`src/rtl/lsm_uop_pkg.sv`:
```
package lsm_uop_pkg;

    typedef enum logic [2:0] {
        UOP_COPY     = 3'd0,
        UOP_LOAD     = 3'd1,
        UOP_LOAD_RET = 3'd2,
        UOP_STORE    = 3'd3,
        UOP_ADDI     = 3'd4,
        UOP_SUBI     = 3'd5
    } uop_op_e;

    typedef enum logic [1:0] {
        ST_IDLE  = 2'd0,
        ST_COPY  = 2'd1,
        ST_XFER  = 2'd2,
        ST_WBACK = 2'd3
    } seq_state_e;

endpackage

```
`src/rtl/lsm_popcnt.sv`:
```
module lsm_popcnt #(
    parameter int W  = 16,
    parameter int CW = $clog2(W + 1)
) (
    input  logic [W-1:0]  vec,
    output logic [CW-1:0] cnt
);
    always_comb begin
        cnt = '0;
        for (int i = 0; i < W; i++) begin
            cnt = cnt + CW'(vec[i]);
        end
    end
endmodule

```
`src/rtl/lsm_lowbit.sv`:
```
module lsm_lowbit #(
    parameter int W  = 16,
    parameter int IW = $clog2(W)
) (
    input  logic [W-1:0]  vec,
    output logic [IW-1:0] idx,
    output logic          found
);
    always_comb begin
        idx   = '0;
        found = 1'b0;
        for (int i = W - 1; i >= 0; i--) begin
            if (vec[i]) begin
                idx   = IW'(i);
                found = 1'b1;
            end
        end
    end
endmodule

```
`src/rtl/lsm_uop_fmt.sv`:
```
module lsm_uop_fmt
    import lsm_uop_pkg::*;
#(
    parameter int NREGS = 16,
    parameter int IDX_W = $clog2(NREGS) + 1,
    parameter int RI_W  = $clog2(NREGS),
    parameter int OFF_W = $clog2(NREGS * 4 + 1)
) (
    input  seq_state_e       st,
    input  logic [IDX_W-1:0] base,
    input  logic [RI_W-1:0]  cur_idx,
    input  logic [OFF_W-1:0] off,
    input  logic [OFF_W-1:0] total,
    input  logic             up,
    input  logic             wb,
    input  logic             ld,
    input  logic             psr,
    input  logic             pcf,
    input  logic             cnt_zero,
    input  logic             rest_one,
    output logic             valid,
    output uop_op_e          op,
    output logic [IDX_W-1:0] dst,
    output logic             user,
    output logic [IDX_W-1:0] src,
    output logic [OFF_W-1:0] imm,
    output logic             sign_up,
    output logic             last
);
    localparam int TEMP_REG = NREGS;
    localparam int PC_IDX   = NREGS - 1;

    always_comb begin
        valid   = 1'b0;
        op      = UOP_COPY;
        dst     = '0;
        user    = 1'b0;
        src     = '0;
        imm     = '0;
        sign_up = 1'b0;
        last    = 1'b0;
        unique case (st)
            ST_IDLE: begin
                valid = 1'b0;
            end
            ST_COPY: begin
                valid   = 1'b1;
                op      = UOP_COPY;
                dst     = IDX_W'(TEMP_REG);
                src     = base;
                sign_up = 1'b1;
                last    = cnt_zero && !wb;
            end
            ST_XFER: begin
                valid = 1'b1;
                if (ld) begin
                    op = (cur_idx == RI_W'(PC_IDX) && psr && pcf) ? UOP_LOAD_RET : UOP_LOAD;
                end else begin
                    op = UOP_STORE;
                end
                dst     = IDX_W'(cur_idx);
                user    = psr && !pcf;
                src     = IDX_W'(TEMP_REG);
                imm     = off;
                sign_up = up;
                last    = rest_one && !wb;
            end
            ST_WBACK: begin
                valid   = 1'b1;
                op      = up ? UOP_ADDI : UOP_SUBI;
                dst     = base;
                src     = base;
                imm     = total;
                sign_up = up;
                last    = 1'b1;
            end
            default: valid = 1'b0;
        endcase
    end
endmodule

```
`src/rtl/lsm_uop_seq.sv`:
```
module lsm_uop_seq
    import lsm_uop_pkg::*;
#(
    parameter int NREGS = 16,
    localparam int IDX_W = $clog2(NREGS) + 1,
    localparam int RI_W  = $clog2(NREGS),
    localparam int CNT_W = $clog2(NREGS + 1),
    localparam int OFF_W = $clog2(NREGS * 4 + 1)
) (
    input  logic             clk,
    input  logic             rst_n,
    input  logic             in_valid,
    output logic             in_ready,
    input  logic [NREGS-1:0] in_list,
    input  logic [IDX_W-1:0] in_base,
    input  logic             in_up,
    input  logic             in_pre,
    input  logic             in_wb,
    input  logic             in_load,
    input  logic             in_psr,
    input  logic             in_pc_listed,
    output logic             out_valid,
    input  logic             out_ready,
    output logic [2:0]       out_op,
    output logic [IDX_W-1:0] out_dst,
    output logic             out_user,
    output logic [IDX_W-1:0] out_src,
    output logic [OFF_W-1:0] out_imm,
    output logic             out_up,
    output logic             out_last
);
    localparam int TEMP_REG = NREGS;

    seq_state_e       state, nxt;
    logic [NREGS-1:0] list_q;
    logic [IDX_W-1:0] base_q;
    logic [CNT_W-1:0] cnt_q;
    logic [OFF_W-1:0] off_q;
    logic             up_q, wb_q, ld_q, psr_q, pcf_q;

    logic [CNT_W-1:0] in_cnt;
    logic [OFF_W-1:0] in_x4, start_off, total;
    logic [RI_W-1:0]  cur_idx;
    logic             found;
    logic             cnt_zero, rest_one, fire, accept;
    uop_op_e          op_w;

    lsm_popcnt #(.W(NREGS), .CW(CNT_W)) u_cnt (
        .vec (in_list),
        .cnt (in_cnt)
    );

    lsm_lowbit #(.W(NREGS), .IW(RI_W)) u_low (
        .vec   (list_q),
        .idx   (cur_idx),
        .found (found)
    );

    assign in_x4     = OFF_W'(in_cnt) << 2;
    assign start_off = (in_up ? '0 : (in_x4 - OFF_W'(4))) + (in_pre ? OFF_W'(4) : '0);
    assign total     = OFF_W'(cnt_q) << 2;
    assign cnt_zero  = (cnt_q == '0);
    assign rest_one  = ((list_q & (list_q - NREGS'(1))) == '0);
    assign in_ready  = (state == ST_IDLE);
    assign accept    = in_valid && in_ready;
    assign fire      = out_valid && out_ready;

    lsm_uop_fmt #(.NREGS(NREGS), .IDX_W(IDX_W), .RI_W(RI_W), .OFF_W(OFF_W)) u_fmt (
        .st       (state),
        .base     (base_q),
        .cur_idx  (cur_idx),
        .off      (off_q),
        .total    (total),
        .up       (up_q),
        .wb       (wb_q),
        .ld       (ld_q),
        .psr      (psr_q),
        .pcf      (pcf_q),
        .cnt_zero (cnt_zero),
        .rest_one (rest_one),
        .valid    (out_valid),
        .op       (op_w),
        .dst      (out_dst),
        .user     (out_user),
        .src      (out_src),
        .imm      (out_imm),
        .sign_up  (out_up),
        .last     (out_last)
    );
    assign out_op = op_w;

    always_comb begin
        nxt = state;
        unique case (state)
            ST_IDLE:  if (in_valid) nxt = ST_COPY;
            ST_COPY:  if (fire) nxt = cnt_zero ? (wb_q ? ST_WBACK : ST_IDLE) : ST_XFER;
            ST_XFER:  if (fire && rest_one) nxt = wb_q ? ST_WBACK : ST_IDLE;
            ST_WBACK: if (fire) nxt = ST_IDLE;
            default:  nxt = ST_IDLE;
        endcase
    end

    always_ff @(posedge clk or negedge rst_n) begin
        if (!rst_n) state <= ST_IDLE;
        else        state <= nxt;
    end

    always_ff @(posedge clk or negedge rst_n) begin
        if (!rst_n) begin
            list_q <= '0;
            base_q <= '0;
            cnt_q  <= '0;
            off_q  <= '0;
            up_q   <= 1'b0;
            wb_q   <= 1'b0;
            ld_q   <= 1'b0;
            psr_q  <= 1'b0;
            pcf_q  <= 1'b0;
        end else if (accept) begin
            list_q <= in_list;
            base_q <= in_base;
            cnt_q  <= in_cnt;
            off_q  <= start_off;
            up_q   <= in_up;
            wb_q   <= in_wb;
            ld_q   <= in_load;
            psr_q  <= in_psr;
            pcf_q  <= in_pc_listed;
        end else if (state == ST_XFER && fire) begin
            list_q <= list_q & ~({{(NREGS-1){1'b0}}, 1'b1} << cur_idx);
            off_q  <= up_q ? off_q + OFF_W'(4) : off_q - OFF_W'(4);
        end
    end

    AST_RESET_IDLE: assert property (@(posedge clk) disable iff (!rst_n) $rose(rst_n) |-> in_ready);
    AST_BUSY_NO_ACCEPT: assert property (@(posedge clk) disable iff (!rst_n) in_ready |-> !out_valid);
    AST_ACCEPT_COPY: assert property (@(posedge clk) disable iff (!rst_n) (in_valid && in_ready) |=> (out_valid && out_op == 3'(UOP_COPY)));
    AST_XFER_FROM_TEMP: assert property (@(posedge clk) disable iff (!rst_n) (out_valid && (out_op == 3'(UOP_LOAD) || out_op == 3'(UOP_LOAD_RET) || out_op == 3'(UOP_STORE))) |-> out_src == IDX_W'(TEMP_REG));
    AST_XFER_HAS_REG: assert property (@(posedge clk) disable iff (!rst_n) (state == ST_XFER) |-> found);
    AST_USER_XFER_ONLY: assert property (@(posedge clk) disable iff (!rst_n) out_user |-> (out_valid && out_src == IDX_W'(TEMP_REG)));
    AST_LAST_TO_IDLE: assert property (@(posedge clk) disable iff (!rst_n) (out_valid && out_ready && out_last) |=> in_ready);
    AST_STALL_HOLD: assert property (@(posedge clk) disable iff (!rst_n) (out_valid && !out_ready) |=> (out_valid && $stable(out_op) && $stable(out_dst) && $stable(out_imm) && $stable(out_user) && $stable(out_last)));
endmodule

```
`config.mk`:
```
export PLATFORM = sky130hd
export DESIGN_NAME = lsm_uop_seq
export DESIGN_NICKNAME = d
export VERILOG_FILES = /design/src/rtl/lsm_uop_pkg.sv /design/src/rtl/lsm_popcnt.sv /design/src/rtl/lsm_lowbit.sv /design/src/rtl/lsm_uop_fmt.sv /design/src/rtl/lsm_uop_seq.sv
export SDC_FILE = /design/constraint.sdc
export NUM_CORES = 1
export LEC_CHECK = 0
export BUFFER_PORTS_ARGS = -buffer_cell sky130_fd_sc_hd__buf_4
export CORE_MARGIN = 5
export CORE_UTILIZATION = 60
export CTS_CLUSTER_SIZE = 10
export DETAILED_ROUTE_END_ITERATION = 10
export GPL_TIMING_DRIVEN = 0
export HOLD_SLACK_MARGIN = 0.15
export MAX_ROUTING_LAYER = met4
export PLACE_DENSITY = 0.82
export SLEW_MARGIN = 5
export SYNTH_ARGS = -nofsm -noshare
export SYNTH_HDL_FRONTEND = slang
export SYNTH_SLANG_ARGS = --single-unit
```
`constraint.sdc`:
```
create_clock -name clk -period 4.35 [get_ports clk]
set_clock_uncertainty 0.1 [all_clocks]
set_input_delay 0.87 -clock clk [delete_from_list [all_inputs] [get_ports clk]]
set_output_delay 0.87 -clock clk [all_outputs]
set_load 0.01 [all_outputs]
```
Yosys cells after proc, flatten, opt, wreduce, memory -nomap -nowiden
Index checks and enable logic that the tools add are counted.
- word-level logic and storage cells: 102
- input port bits: 31
- output and inout port bits: 25
- register bits: 40
- bitwise logic cells: 3
- reductions and logical operators: 19
- shift-type cells: 1
- mux-type cells: 41
- $add $sub $neg: 20
- equal/unequal tests: 8
- operators by type and width (cell ; count):
    5-bit by 1-bit adder with 5-bit output ; 14
    4-bit two-way mux ; 16
    16-bit bitwise AND ; 2
    16-bit two-way mux ; 2
    7-bit two-way mux ; 4
    16-bit zero test ; 1
    16-bit NOT ; 1
    1-bit by 4-bit << shifter with 16-bit output, first input constant ; 1
    16-bit by 1-bit subtractor with 16-bit output, second input constant ; 1
    5-bit one-hot mux with 3 select lines ; 1
    2-bit two-way mux ; 7
    7-bit one-hot mux with 2 select lines ; 1
    7-bit by 3-bit subtractor with 7-bit output, second input constant ; 2
    5-bit one-hot mux with 2 select lines ; 1
    1-bit logical AND ; 9
    2-bit inequality test, second input constant ; 4
    2-bit one-hot mux with 4 select lines ; 1
    7-bit by 3-bit adder with 7-bit output ; 1
    7-bit by 3-bit adder with 7-bit output, second input constant ; 1
    3-bit two-way mux ; 2
    3-bit one-hot mux with 2 select lines ; 1
    5-bit zero test ; 1
    2-bit == test, second input constant ; 2
    4-bit == test, second input constant ; 1
    11 further kinds ; 15

Longest topological paths before layout
Gate-level depths: netlist of run 1.
- word-level depth: 22
- mapped depth: 18
- depth with buffers taken out: 18

Modules after synthesis
Synthesis of run 1 repeated with hierarchy kept, for this count alone.
- cell total of the unflattened synthesis: 372
- area, all modules: 3010.4 um^2
- by module, submodules not included (module ; area an instance (um^2) ; cells each ; instances ; sequential area each (um^2)):
    lsm_uop_seq ; 2049.5 ; 240 ; 1 ; 950.9
    lsm_popcnt ; 407.9 ; 47 ; 1 ; 0.0
    lsm_uop_fmt ; 374.1 ; 52 ; 1 ; 0.0
    lsm_lowbit ; 178.9 ; 33 ; 1 ; 0.0

Least setup slack after synthesis of run 1
Ideal clock, no wire load.
- kind: in2reg
- start point: input in_list[0]
- end point: register off_q[6]
- path slack: -0.876 ns
- path buffers: 0
- arrival time: 5.039 ns
- data required time: 4.163 ns
- stages: 17
- setup time: 0.087 ns
- cells stage by stage: ha_1 > inv_1 > fa_1 > fa_1 > fa_1 > fa_1 > fa_1 > inv_1 > fa_1 > inv_1 > ha_1 > nor2_1 > ha_1 > inv_1 > or2_2 > nand4b_1 > o211ai_1
- word-level cells in the longest chain between the ends: 19
- ends and longest elaborated chain (what ; RTL line ; source):
    from (decl) ; lsm_uop_seq.sv:14 ; input logic [NREGS-1:0] in_list,
    1-bit by 1-bit adder with 2-bit output ; lsm_popcnt.sv:11 ; cnt = cnt + CW'(vec[i]);
    5-bit by 1-bit adder with 5-bit output (14 in series) ; lsm_popcnt.sv:11 ;
    net in_cnt[1] ; lsm_uop_seq.sv:41 ; logic [CNT_W-1:0] in_cnt;
    7-bit by 3-bit subtractor with 7-bit output ; lsm_uop_seq.sv:60 ; assign start_off = (in_up ? '0 : (in_x4 - OFF_W'(4))) + (in_pre ? OFF_W'(4) : '0);
    7-bit two-way mux ; lsm_uop_seq.sv:60 ;
    7-bit by 3-bit adder with 7-bit output ; lsm_uop_seq.sv:60 ;
    7-bit two-way mux ; lsm_uop_seq.sv:119 ; end else if (accept) begin
    to (signal assigned) ; lsm_uop_seq.sv:123 ; off_q <= start_off;
    to (signal assigned) ; lsm_uop_seq.sv:131 ; off_q <= up_q ? off_q + OFF_W'(4) : off_q - OFF_W'(4);
    to (decl) ; lsm_uop_seq.sv:38 ; logic [OFF_W-1:0] off_q;
The timed path passes the listed nets, and every way through them passes these cells.
A chain may end at the register's enable or synchronous reset.

Final worst setup path of run 1
Same ends and word-level chain as after synthesis.

==> results of run 1 <==
-- worst max-delay path, cell delays in order --
cell and delay, ps:
buf_8 100, ha_4 250, inv_2 30, fa_1 550, fa_1 440, fa_1 530
fa_1 430, fa_2 350, inv_2 70, fa_1 430, inv_2 110, ha_4 170
nor4b_4 210, a31oi_1 60, o22ai_1 210, a21oi_2 60, nand2b_1 150, o211ai_1 140
-- repair_timing --
item / 4_1_cts / 5_1_grt
gates resized for setup: 12 / 8
setup endpoints to repair: 4 / 7
buffers inserted: 2 / 3
hold buffers: 0 / 0
pin swaps: 13 / 7
-- registers in the layout, summed over array words and instances (netlist names) --
signal,count
psr_q,1
state,2
wb_q,1
list_q,16
cnt_q,5
pcf_q,1
off_q,5
base_q,5
ld_q,1
up_q,1
-- Yosys cell counts (5+ instances only) --
master     n  area share
a21o_1     7       0.017
a221oi_1  14       0.041
ha_1      15       0.062
o21ai_0   18       0.030
xor2_1     5       0.015
nor2_1    35       0.044
inv_1     35       0.044
nor3_1    10       0.017
clkbuf_1  15       0.019
dfrtp_1   38        0.32
a21oi_1   12       0.020
a22o_1     5       0.015
nand2_1   54       0.067
fa_1      11       0.073
nor2b_1    8       0.017
-- report_power, final --
group,switching [uW],total (uW),internal (uW)
Combinational,1040,1890,855
Sequential,217,735,519
Clock,126,310,184
-- routing by layer --
layer | track usage | wire [microns] | vias to the layer above
li1 | - | - | 1375
met1 | 0.352 | 3430 | 1443
met2 | 0.473 | 4440 | 142
met3 | 0.0432 | 481 | 34
met4 | 0.0929 | 291 | 0
met5 | - | 0 | -
-- worst max path at each step --
stage / startpoint / endpoint / slack (ps) / cells after the start
after floorplan: in_list[1] / off_q[6] / -760 / 17
after global placement: in_list[0] / off_q[6] / -1010 / 18
after CTS: in_list[0] / off_q[6] / -700 / 18
final: in_list[0] / off_q[6] / -700 / 18
after global routing: in_list[0] / off_q[6] / -820 / 18
after detailed placement: in_list[0] / off_q[6] / -1070 / 18
-- layout make-up --
type,count,area (sq um)
Timing Repair Buffer,58,447
Clock inverter,1,30.0
Inverter,35,131
Clock buffer,6,82.6
Sequential cell,38,951
Fill cell,331,1000
Buffer,20,97.6
Tap cell,67,83.8
Multi-Input combinational cell,265,1960
-- cell families after synthesis --
kind of cell,share of synthesized area
muxes,0.0141
adders and majority gates,0.139
buffers and inverters,0.0722
DFF,0.315
AOI/OAI and AO/OA,0.216
other,0.00124
and+or+nand+nor,0.209
xor gates and xnor gates,0.0336
-- per-stage QoR --
step | util | power, uW | hold slack, ps | TNS [ps]
final | 0.791 | 2940 | 407 | -2370
after global routing | 0.791 | 3170 | 432 | -2980
after CTS | 0.780 | 2820 | 407 | -2270
after detailed placement | 0.740 | 2380 | 387 | -4780
after global placement | 0.740 | 2320 | 383 | -4360
after floorplan | - | 1890 | 360 | -2390
==> flow_summary.yaml, run 1 <==
run_status:
  outcome: "complete, but fails checks"
  violations: "setup timing"
run:
  drv_cap: 0
floorplan:
  rows: 25
  dieArea_sq_mm: 0.00654
  initial_utilization: 0.630
  ios: 56
  die_w_microns: 80.9
  core_area_sq_mm: 0.00479
  die_h_microns: 80.9
setup_path:
  critPathKind: "in2reg"
  startpoint_type: "primary input"
  rr_worst_depth: 9
  cp-end-kind: "flip-flop"
  cp.required_ps: 4460
  critical_path_peak_fanout: 5
  r2r_end: "pcf_q"
  critPathArrivalTime_ps: 5170
  reg2reg_slack_ps: 1620
  reg2reg_from: "state[1]"
routing:
  wl_per_cell_microns: 17.6
  drcViolationCount: 0
  ant_nets: 0
  vias: 2994
  drtIter0Drc: 322
  vias_per_cell: 6.11
  dr.pass1.iters: 5
  drt-total-wl_mm: 8.64
place:
  dp_hpwl_mm: 6.40
  place_inst: 478
  portBuffers: 53
  gp_congestion: 0.933
  postPlaceCellArea_sq_mm: 0.00354
  preCtsSetupSlack_ps: -1070
global_routing:
  grt_antenna_before_repair: 0
  overflow: 0
  grt_use_total: 0.283
  grt_pass1_vias: 2856
  grt_max_degree: 39
  grt_pass1_wl_mm: 13.7
min_path:
  hold_path_end: "base_q[0]"
  holdPathStages: 2
  hold_class: "reg2reg"
  worstHoldStart: "base_q[0]"
synth:
  synth.distinct_cells: 59
  synth-seq-area-share: 0.315
  synth-seq-cells: 38
  async_reset_ff_frac: 1.00
  synth_edf_count: 0
  synth_area_per_cell_sq_um: 8.44
  syn_area_sq_mm: 0.00301
  syn_inst: 357
  ys_warn_count: 0
  synth_ff_type: "dfrtp_1"
layout:
  final_area_sq_mm: 0.00378
  area_growth_syn_to_layout_pct: 25.6
  diodes: 0
  drive_gt1_frac: 0.220
  layout_common_cells: "buf_4, nand2_1, dfrtp_1"
  nets: 480
  final_cells: 490
  final_common_cell: "buf_4"
clock_tree:
  cts_sinks: 38
  clk_latency_ps: 300
  ctsHtreeMaxLevel: 2
  cts_buffers: 5
  clockRootBuffer: "clkbuf_8"
  cts.clk_slew.worst_paths_ps: 80
  cts.path.max_buffers: 2
  cts_tree: "yes"
timing:
  tightest_slew_ps: 666
  setup_viol: 5
  fin_crit_ps: 5050
  final-hold-violation-count: 0
  relSlewSlack: 0.552
  rsz0062_at_grt: "yes"
  fin_crit_sh: 1.16
  clock.fmax_ghz: 0.198
  maxSlewViolCount: 0
  setup_ws_ps: -705
pwr:
  leakagePower_uw: 0.00177
  p_per_area_mw_per_mm2: 776
  peakVddDrop_mv: 0.819
No activity file was read; power rests on OpenSTA's default activity.
==> run 2: changes to the inputs <==
CORE_ASPECT_RATIO = 1.5   (was unset)
SETUP_SLACK_MARGIN = 0.15   (was unset)
==> run 2 against run 1 <==
The flow still finishes with violations (setup timing). Die area increased by 0.45%. Hold slack got worse by 2.7 ps. Final area increased by 1.6%. Critical path depth unchanged. Combinational power increased by 9%. Critical path type unchanged. Largest cell class unchanged. Largest power group unchanged.
==> flow_summary.yaml, run 2 (synthesis results as in run 1) <==
setup_path:
  slowest_delay_ps: 530
  cp-end-kind: "flip-flop"
  critPathKind: "in2reg"
  critical_path_peak_fanout: 2
  cp.required_ps: 4460
  startpoint_type: "primary input"
  reg2reg_slack_ps: 1700
  r2r_end: "list_q[8]"
  reg2reg_from: "state[0]"
  critPathSlowestCell: "fa_1"
  crit_chain: "buf_8, ha_4, inv_2, fa_1, fa_1, fa_1, fa_1, fa_2, inv_2, fa_1, inv_2, ha_4, nor2_4, ha_4, inv_1, or2_4, nand4b_1, o211ai_1"
  critPathArrivalTime_ps: 5150
  cpMostUsedCell: "fa_1"
  rr_worst_depth: 8
floorplan:
  core_area_sq_mm: 0.00485
  dieArea_sq_mm: 0.00657
  ios: 56
  rows: 31
  die_w_microns: 67.9
  die_h_microns: 96.8
  initial_utilization: 0.622
layout:
  final_common_cell: "buf_4"
  nets: 486
  largest_reg_flops: 16
  final_area_sq_mm: 0.00384
  regMostFlops: "list_q"
  layout_common_cells: "buf_4, nand2_1, dfrtp_1"
  multiInputGateArea_sq_mm: 0.00200
  diodes: 0
  ff_latch_area_sq_um: 951
  drive_gt1_frac: 0.238
  area_growth_syn_to_layout_pct: 27.6
  nFillCells: 338
clock_tree:
  cts_sinks: 38
  clk_latency_ps: 290
  cts_tree: "yes"
  cts.path.max_buffers: 2
  ctsHoldBuffers: 0
  ctsHtreeMaxLevel: 2
  clockRootBuffer: "clkbuf_8"
  cts.clk_slew.worst_paths_ps: 70
  cts_buffers: 5
timing:
  fin_tns_setup_ps: -2410
  tightest_slew_ps: 583
  final-hold-violation-count: 0
  rsz0062_at_grt: "yes"
  relSlewSlack: 0.609
  clock.fmax_ghz: 0.198
  maxSlewViolCount: 0
  setup_viol: 5
  fin_crit_ps: 5040
  setup_ws_ps: -691
  fin_crit_sh: 1.16
place:
  postPlaceCellArea_sq_mm: 0.00356
  dp_hpwl_mm: 6.49
  portBuffers: 53
  gp_congestion: 0.885
global_routing:
  overflow: 0
  grt_pass1_vias: 2895
  grt_use_total: 0.275
  grt_antenna_before_repair: 0
  grt_pass1_wl_mm: 13.5
  grt_max_degree: 39
routing:
  vias: 2884
  drtIter0Drc: 253
  wl_per_cell_microns: 17.4
  ant_nets: 0
  dr.pass1.iters: 4
  vias_per_cell: 5.84
  drcViolationCount: 0
  drt-total-wl_mm: 8.61
run_status:
  outcome: "complete, but fails checks"
  violations: "setup timing"
pwr:
  peakVddDrop_mv: 0.844
  p_per_area_mw_per_mm2: 789
  leakagePower_uw: 0.00180
min_path:
  hold_class: "reg2reg"
  worstHoldStart: "base_q[2]"
  holdPathStages: 2
  hold_path_end: "base_q[2]"
run:
  drv_cap: 0
-- run 2: report_power, final --
group / internal (uW) / total (uW) / leakage, uW / switching, uW
clock network: 122 / 239 / 0.0000431 / 116
registers: 519 / 731 / 0.000458 / 212
logic: 970 / 2060 / 0.00130 / 1090
total: 1610 / 3030 / 0.00180 / 1420
-- run 2: what timing repair did --
item | 4_1_cts | 5_1_grt
pin swaps | 11 | 7
cloned | 0 | 0
setup endpoints to repair | 8 | 9
resized for setup | 10 | 13
buffers inserted | 8 | 3
-- run 2: area by class of cell --
cell class | instances | share of cell area
plain buffers | 20 | 0.0251
clock buffers | 6 | 0.0215
inverters | 35 | 0.0342
multi-input cells | 265 | 0.521
flip-flops and latches | 38 | 0.247
well taps | 66 | 0.0215
repair buffers | 64 | 0.130
-- run 2: how the worst max path moves through the flow --
stage | from | end | slack, ps | cells after the start
2_1_floorplan | in_list[1] | off_q[6] | -760 | 17
3_3_place_gp | in_list[1] | off_q[6] | -1040 | 18
3_5_place_dp | in_list[1] | off_q[6] | -1100 | 18
4_1_cts | in_list[0] | off_q[6] | -690 | 18
5_1_grt | in_list[0] | off_q[6] | -800 | 18
6_report | in_list[0] | off_q[6] | -690 | 18
-- run 2: metrics by stage --
step	hold WS (ps)	std cells	power, uW	utilization	setup WS [ps]
3_3_place_gp	378	477	2390	0.735	-1040
2_1_floorplan	360	358	1930	-	-757
5_1_grt	440	494	3260	0.793	-796
6_report	404	494	3030	0.793	-691
3_5_place_dp	388	477	2440	0.735	-1100
4_1_cts	406	491	2810	0.773	-690
-- run 2: worst max-delay path, delay by kind of cell --
family / cells / cell delay, ps
AOI/OAI and AO/OA: 1 / 100
adders and majority gates: 9 / 3320
buffers and inverters: 5 / 350
and+or+nand+nor: 3 / 520
-- run 2: metal layers --
metal / global-route usage / wire (microns) / vias to the layer above
met1: 0.305 / 3180 / 1400
met5: - / 0 / -
met4: 0.0812 / 160 / 0
met3: 0.0475 / 401 / 17
li1: - / - / 1388
met2: 0.487 / 4860 / 79
